### config.mk
export PLATFORM = sky130hd
export DESIGN_NAME = evt_combiner
export DESIGN_NICKNAME = d
export VERILOG_FILES = /design/src/rtl/evt_pkg.sv /design/src/rtl/evt_sync_edge.sv /design/src/rtl/evt_pin_mode.sv /design/src/rtl/evt_merge.sv /design/src/rtl/evt_combiner.sv
export SDC_FILE = /design/constraint.sdc
export NUM_CORES = 1
export LEC_CHECK = 0
export BUFFER_PORTS_ARGS = -buffer_cell sky130_fd_sc_hd__buf_4
export CORE_AREA = 2 2 39 41
export DETAILED_ROUTE_END_ITERATION = 8
export DIE_AREA = 0 0 41 43
export MAX_ROUTING_LAYER = met4
export PLACE_DENSITY_LB_ADDON = 0.2
export SLEW_MARGIN = 20
export SYNTH_ARGS = -nofsm -noshare
export SYNTH_HDL_FRONTEND = slang
export SYNTH_SLANG_ARGS = --single-unit
### constraint.sdc
create_clock -name clk -period 1.6 [get_ports clk]
set_clock_uncertainty 0.1 [all_clocks]
set_input_delay 0.32 -clock clk [delete_from_list [all_inputs] [get_ports clk]]
set_output_delay 0.32 -clock clk [all_outputs]
set_load 0.01 [all_outputs]
### src/rtl/evt_pkg.sv
// Package: shared mode encoding and fixed source positions for the event
// combiner. Assumes the EventA mask puts NMI and hold below the pins.
package evt_pkg;

    // Two-bit mode per external pin (polarity and detection style).
    typedef enum logic [1:0] {
        MODE_LVL_HIGH = 2'b00,
        MODE_EDGE_FALL = 2'b01,
        MODE_LVL_LOW  = 2'b10,
        MODE_EDGE_RISE = 2'b11
    } pin_mode_e;

    // Fixed positions in the EventA source vector.
    localparam int SRC_A_NMI  = 0;
    localparam int SRC_A_HOLD = 1;
    localparam int SRC_A_PIN0 = 2;

    // Fixed positions in the EventB source vector.
    localparam int SRC_B_CHAIN = 0;
    localparam int SRC_B_PIN0  = 1;

    // Synchronizer depth for asynchronous inputs.
    localparam int SYNC_STAGES = 2;

endpackage

### src/rtl/evt_sync_edge.sv
// Module: evt_sync_edge
// Brings one asynchronous input into the clock domain through a flop chain
// and gives the synchronized level plus one-clock rise and fall strobes.
// Assumes: the input is a level signal; reset clears the chain to low.
module evt_sync_edge #(
    parameter int STAGES = 2
) (
    input  logic clk,
    input  logic rst_n,
    input  logic async_in,
    output logic level,
    output logic rise,
    output logic fall
);

    localparam int CHAIN_W = STAGES + 1;

    logic [CHAIN_W-1:0] chain_q;
    logic               prev;

    // Shift the input through the synchronizer stages and one history stage.
    always_ff @(posedge clk) begin
        if (!rst_n) begin
            chain_q <= '0;
        end else begin
            chain_q <= {chain_q[CHAIN_W-2:0], async_in};
        end
    end

    // Compare the synchronized level with the one a clock earlier.
    always_comb begin
        level = chain_q[STAGES-1];
        prev  = chain_q[STAGES];
        rise  = level & ~prev;
        fall  = ~level & prev;
    end

endmodule

### src/rtl/evt_pin_mode.sv
// Module: evt_pin_mode
// Turns one synchronized pin into an event according to its two-bit mode:
// active-high level, falling edge, active-low level or rising edge.
// Assumes: rise and fall are one-clock strobes from evt_sync_edge.
module evt_pin_mode
    import evt_pkg::*;
(
    input  logic [1:0] mode,
    input  logic       level,
    input  logic       rise,
    input  logic       fall,
    output logic       pin_evt
);

    pin_mode_e mode_e;

    // Decode the mode and pick the matching detector output.
    always_comb begin
        mode_e = pin_mode_e'(mode);
        case (mode_e)
            MODE_LVL_HIGH:  pin_evt = level;
            MODE_EDGE_FALL: pin_evt = fall;
            MODE_LVL_LOW:   pin_evt = ~level;
            MODE_EDGE_RISE: pin_evt = rise;
            default:        pin_evt = 1'b0;
        endcase
    end

endmodule

### src/rtl/evt_merge.sv
// Module: evt_merge
// Masks and ORs the source vectors into EventA and EventB, chains EventA
// into the EventB vector, and registers both outputs and the restart strobe.
// Assumes: all source bits are synchronous to clk.
module evt_merge
    import evt_pkg::*;
#(
    parameter int A_W = 10,
    parameter int B_W = 4
) (
    input  logic           clk,
    input  logic           rst_n,
    input  logic [A_W-1:0] src_a,
    input  logic [A_W-1:0] sel_a,
    input  logic [B_W-2:0] src_b_own,
    input  logic [B_W-1:0] sel_b,
    output logic           event_a,
    output logic           event_b,
    output logic           restart
);

    logic           a_next;
    logic           b_next;
    logic [B_W-1:0] src_b;

    // Combine the enabled sources; EventA is folded into EventB's bit 0.
    always_comb begin
        a_next = |(src_a & sel_a);
        src_b  = {src_b_own, a_next};
        b_next = |(src_b & sel_b);
    end

    // Register the events and mark each new EventA assertion.
    always_ff @(posedge clk) begin
        if (!rst_n) begin
            event_a <= 1'b0;
            event_b <= 1'b0;
            restart <= 1'b0;
        end else begin
            event_a <= a_next;
            event_b <= b_next;
            restart <= a_next & ~event_a;
        end
    end

endmodule

### src/rtl/evt_combiner.sv
// Module: evt_combiner (top)
// Collects NMI, hold, external-pin, interrupt-group and decode activity into
// EventA and EventB for a power-management timer, plus a Timer A restart.
// Assumes: hold_ack, refresh_busy, irq_hit, decode_hit and the masks are
// synchronous to clk; nmi_in and ext_pin may be asynchronous.
module evt_combiner
    import evt_pkg::*;
#(
    parameter int NUM_PINS = 2,
    parameter int NUM_IRQ  = 2,
    parameter int NUM_DEC  = 4
) (
    input  logic                                  clk,
    input  logic                                  rst_n,
    input  logic                                  nmi_in,
    input  logic                                  hold_ack,
    input  logic                                  refresh_busy,
    input  logic [NUM_PINS-1:0]                   ext_pin,
    input  logic [2*NUM_PINS-1:0]                 pin_mode,
    input  logic [NUM_IRQ-1:0]                    irq_hit,
    input  logic [NUM_DEC-1:0]                    decode_hit,
    input  logic [2+NUM_PINS+NUM_IRQ+NUM_DEC-1:0] sel_a,
    input  logic [NUM_PINS+1:0]                   sel_b,
    output logic                                  event_a,
    output logic                                  event_b,
    output logic                                  timer_a_restart
);

    localparam int A_W = 2 + NUM_PINS + NUM_IRQ + NUM_DEC;
    localparam int B_W = NUM_PINS + 2;

    logic                nmi_level;
    logic                nmi_rise;
    logic                nmi_fall;
    logic                nmi_evt;
    logic                hold_evt;
    logic [NUM_PINS-1:0] pin_evt;
    logic [A_W-1:0]      src_a;
    logic [B_W-2:0]      src_b_own;

    // NMI: synchronize, then keep only the rising transition.
    evt_sync_edge #(.STAGES(SYNC_STAGES)) u_nmi_sync (
        .clk      (clk),
        .rst_n    (rst_n),
        .async_in (nmi_in),
        .level    (nmi_level),
        .rise     (nmi_rise),
        .fall     (nmi_fall)
    );

    // Per-pin synchronizer and mode decoder.
    generate
        for (genvar p = 0; p < NUM_PINS; p++) begin : g_pin
            logic lvl;
            logic rs;
            logic fl;

            evt_sync_edge #(.STAGES(SYNC_STAGES)) u_sync (
                .clk      (clk),
                .rst_n    (rst_n),
                .async_in (ext_pin[p]),
                .level    (lvl),
                .rise     (rs),
                .fall     (fl)
            );

            evt_pin_mode u_mode (
                .mode    (pin_mode[2*p+1:2*p]),
                .level   (lvl),
                .rise    (rs),
                .fall    (fl),
                .pin_evt (pin_evt[p])
            );
        end
    endgenerate

    // Qualify the sources and assemble the two source vectors.
    always_comb begin
        nmi_evt   = nmi_rise & (nmi_level | ~nmi_fall);
        hold_evt  = hold_ack & ~refresh_busy;
        src_a     = {decode_hit, irq_hit, pin_evt, hold_evt, nmi_evt};
        src_b_own = {nmi_evt, pin_evt};
    end

    // Masking, combining and output registers.
    evt_merge #(.A_W(A_W), .B_W(B_W)) u_merge (
        .clk       (clk),
        .rst_n     (rst_n),
        .src_a     (src_a),
        .sel_a     (sel_a),
        .src_b_own (src_b_own),
        .sel_b     (sel_b),
        .event_a   (event_a),
        .event_b   (event_b),
        .restart   (timer_a_restart)
    );

endmodule

### Yosys cells after proc, flatten, opt, wreduce, memory -nomap -nowiden

Cells that the tools add are included.

| storage, ports and cells | value |
|---|---|
| output and inout bits | 3 |
| input port bits | 31 |
| flip-flop bits (word level) | 12 |
| logic and storage cells | 39 |

| cells by class | value |
|---|---|
| equal/unequal tests | 6 |
| reductions and logical operators | 4 |
| bitwise operators | 21 |
| muxes and demuxes | 2 |

Operator list:

| kind | number |
|---|---|
| $and 10x10->10 | 1 |
| $reduce_or 10->1 | 1 |
| $and 1x1->1 | 9 |
| $not 1->1 | 9 |
| $eq 2x2->1 const B | 4 |
| $pmux 1 s4 | 2 |
| $and 4x4->4 | 1 |
| $eq 2x1->1 const B | 2 |
| $logic_not 2->1 | 2 |
| $reduce_or 4->1 | 1 |
| $or 1x1->1 | 1 |

### Logic depth before layout (Yosys ltp)

| logic depth | value |
|---|---|
| word-level depth | 9 |
| mapped depth | 5 |
| depth with buffers taken out | 5 |

### Hierarchy

A second synthesis with hierarchy kept.

| unflattened totals | value |
|---|---|
| cells, all modules | 54 |
| area, all modules | 521.8 um^2 |

Modules (own cells, without submodules):

| module | instances | cells an instance | area each (um^2) | seq. area each (um^2) |
|---|---|---|---|---|
| evt_sync_edge | 3 | 8 | 91.3 | 60.1 |
| evt_merge | 1 | 15 | 165.2 | 60.1 |
| evt_pin_mode | 2 | 6 | 32.5 | 0.0 |
| evt_combiner | 1 | 3 | 17.5 | 0.0 |

### Least setup slack after synthesis

No wires, ideal clock.

| timing | value |
|---|---|
| path type | in2reg |
| start point | input irq_hit[0] |
| end point | register u_merge.event_b |
| path slack | 260 ps |
| setup time | 130 ps |
| buffers on the path | 0 |
| required time | 1370 ps |
| arrival time | 1110 ps |
| cell stages on the path | 5 |
| cell sequence | a22o_1 a221oi_2 nand3_1 a221oi_2 o22ai_1 |

| on the way | value |
|---|---|
| word-level cells in the longest chain between the ends | 4 |

Ends and longest elaborated chain:

| item | RTL line | text |
|---|---|---|
| start: declaration | evt_combiner.sv:20 | `input logic [NUM_IRQ-1:0] irq_hit,` |
| $and 10x10->10 | evt_merge.sv:28 | `a_next = \|(src_a & sel_a);` |
| $reduce_or 10->1 | evt_merge.sv:28 |  |
| $and 4x4->4 | evt_merge.sv:30 | `b_next = \|(src_b & sel_b);` |
| $reduce_or 4->1 | evt_merge.sv:30 |  |
| end signal: assignment | evt_merge.sv:41 | `event_b <= b_next;` |
| end: declaration | evt_merge.sv:18 | `output logic event_b,` |

No other way between the ends.
A chain may end at the register's enable or synchronous reset.

### Worst setup path in the final report

| timing | value |
|---|---|
| start point | register u_nmi_sync.chain_q[1] |
| end point | register u_merge.event_b |

| on the way | value |
|---|---|
| word-level cells in the longest chain between the ends | 9 |

Ends and longest elaborated chain:

| item | RTL line | text |
|---|---|---|
| start: declaration | evt_sync_edge.sv:18 | `logic [CHAIN_W-1:0] chain_q;` |
| start signal: assignment | evt_sync_edge.sv:26 | `chain_q <= {chain_q[CHAIN_W-2:0], async_in};` |
| $not 1->1 | evt_sync_edge.sv:35 | `fall = ~level & prev;` |
| $and 1x1->1 | evt_sync_edge.sv:35 |  |
| $not 1->1 | evt_combiner.sv:79 | `nmi_evt = nmi_rise & (nmi_level \| ~nmi_fall);` |
| $or 1x1->1 | evt_combiner.sv:79 |  |
| $and 1x1->1 (*) | evt_combiner.sv:79 |  |
| $and 10x10->10 | evt_merge.sv:28 |  |
| $reduce_or 10->1 | evt_merge.sv:28 |  |
| $and 4x4->4 (*) | evt_merge.sv:30 |  |
| $reduce_or 4->1 (*) | evt_merge.sv:30 |  |

Mark *: on every way between the ends. The rest lies on a longest branch, timed or not.

==> reports/qor.csv <==
metric;value;unit
depth of the CTS H-tree;1;
most numerous cell in the Yosys netlist;dfxtp_1;
Seq/Total Area, Yosys;0.503;
Async SR Flop Fraction;0;
Main synth FF type;dfxtp_1;
status;complete, no violations;
fin area;778;µm²
RSZ-0062 raised after global routing;no;
wire per inst;10.2;µm
crit share post-route;0.898;
n_diodes;0;
final hold viol count;0;
final setup TNS;0;ps
fin. max-slew vios;0;
FMAX;696;MHz
CTS Buf Count;3;
Setup Buffers After CTS;0;
die area;0.00176;mm²
Die W;41;µm
actual slew at the worst max-slew pin;287;ps
CTS tree;built;
IO buf count;33;
router iterations before antenna repair;4;
Layout Nets;116;
drc violations;0;
slowest cell on the critical path;dfxtp_1;
post_cts resized;0;
initial core utilization;0.345;
number of hold buffers added after CTS;0;
Pwr Density;856;mW/mm²
Fillers;133;
Initial DRC Count;8;
Placed Area;742;µm²
Setup Viol. Count Final;0;
antenna-violating nets left;0;
Netlist cell types;19;
Core ar.;0.00138;mm²
EDFF count, synth;0;
Crit Path Class;reg -> reg;
yosys warns;0;
CP peak stage delay;320;ps
DIE HEIGHT;43;µm
maximum clock insertion buffer count;2;
clk slew on worst S/H paths;70;ps
data required time of the worst path;1640;ps
largest net degree at the start of global routing;12;
Max rail drop VDD;742;µV
layout cells sized above 1;0.464;
# Max-Cap Violations;0;
clk_lat worst skew;260;ps
top cells by count, synth;12 x dfxtp_1, 9 x and2_1, 5 x nand2_1;
post-synth top area share;0.503;
flops & latches, synth;12;
Top-Level Pins;34;
placer congestion estimate;0.636;
antenna violations before repair;0;
Gate Count Post-Synth;48;
CP Buf/Inv Count;0;
Vias;485;
CTS Sinks;12;
first-pass GRT wire length;1610;µm
Mean Syn Cell Area;9.96;µm²
CP Capture Type;register;
gr ovfl total;0;
Synth area leaders;dfxtp_1 50%, and2_1 12%, a221oi_2 6.3%;
vias per cell;4.85;
CP cell instances;nor2b_1 -> a222oi_1 -> nand3_1 -> a221oi_2 -> o22ai_1;
Hold Path Class;in -> reg;
CP max FO;3;
top cell type by total area after synthesis;dfxtp_1;
WL final;1020;µm
Net Count, Synth;79;
Slew HR;0.809;
Final Critical Period;1440;ps
startpoint type of the worst setup path;register;
total track usage;0.139;
Top Family by Delay on Critical Path;compound AO/OA/AOI/OAI gates;
vias in the first global route;427;
Data arrival, critical path;1470;ps
Lkg Pwr;0.373;nW
row cnt;14;
Clock Root Buffer;clkbuf_4;
Area growth syn-to-layout;62.8;%
synthesized cell area;478;µm²
## sequential cells by signal, indices dropped and copies added (netlist names)
name                  flops
g_pin.u_sync.chain_q      6
u_nmi_sync.chain_q        3
u_merge.event_a           1
u_merge.event_b           1
u_merge.restart           1
## cell type report
type / instances / area [µm²] / area share
Clock buffer: 4 / 36.3 / 0.0466
Inverter: 1 / 3.75 / 0.00482
Multi-Input combinational cell: 34 / 230 / 0.296
Sequential cell: 12 / 240 / 0.309
Tap cell: 16 / 20.0 / 0.0257
Timing Repair Buffer: 33 / 248 / 0.318
## metrics by stage
stage,instances,total power [mW],setup slack (ps),util,hold WS [ps]
after floorplan,48,0.367,260,-,312
after global placement,96,0.440,90.5,0.536,315
after detailed placement,96,0.442,72.4,0.536,321
after CTS,100,0.676,156,0.562,148
after global routing,100,0.702,76.7,0.562,145
final,100,0.666,163,0.562,156
## power by group
group	switching [mW]	internal (mW)	total, mW
Clock	0.0927	0.138	0.231
Sequential	0.00574	0.314	0.320
Combinational	0.0379	0.0771	0.115
## metal layers
layer / routed length (µm) / GRT usage
met3: 76 / 0.0785
met1: 386 / 0.141
met2: 559 / 0.228
met4: 0 / 0.0200
met5: 0 / -
## logic make-up (layout without fill, tap and decap cells)
| logic type | after synthesis | after routing | share of synthesized area |
|---|---|---|---|
| multiplexers | 2 | 2 | 0.0419 |
| AND/OR/NAND/NOR | 22 | 22 | 0.249 |
| buffers and inverters | 2 | 38 | 0.0157 |
| flip-flops | 12 | 12 | 0.503 |
| AO/OA/AOI/OAI | 10 | 10 | 0.191 |
## worst paths after layout
path | from | endpoint | slack (ps) | depth (start not counted)
max | u_nmi_sync.chain_q[1]$_SDFF_PN0_ | u_merge.event_b$_SDFF_PN0_ | 160 | 5
min | ext_pin[0] | g_pin[0].u_sync.chain_q[0]$_SDFF_PN0_ | 160 | 2
max reg2reg | u_nmi_sync.chain_q[1]$_SDFF_PN0_ | u_merge.event_b$_SDFF_PN0_ | 160 | 5
min reg2reg | u_merge.event_a$_SDFF_PN0_ | u_merge.restart$_SDFF_PN0_ | 330 | 1
## cell usage in the layout, fill, tap and decap left out
cell type and n:
o21ai_0 2, and3b_1 1, buf_4 33, inv_1 1, nor3_1 1, and2_1 9, nand3_1 1, a221oi_2 2
nor2_1 3, nor2b_1 1, a222oi_1 1, nand3b_1 1, a22o_1 1, nand2_1 5, o22a_1 2, dfxtp_1 12
a221oi_1 1, mux2i_1 2, o22ai_1 1, clkbuf_8 1, clkbuf_4 3
## worst register-to-register path: cells and delay by family (launching register included)
kind,cells,cell delay (ps)
and+or+nand+nor,2,260
AOI/OAI and AO/OA,3,640
DFF,1,320
(Power assumes the default switching activity.)
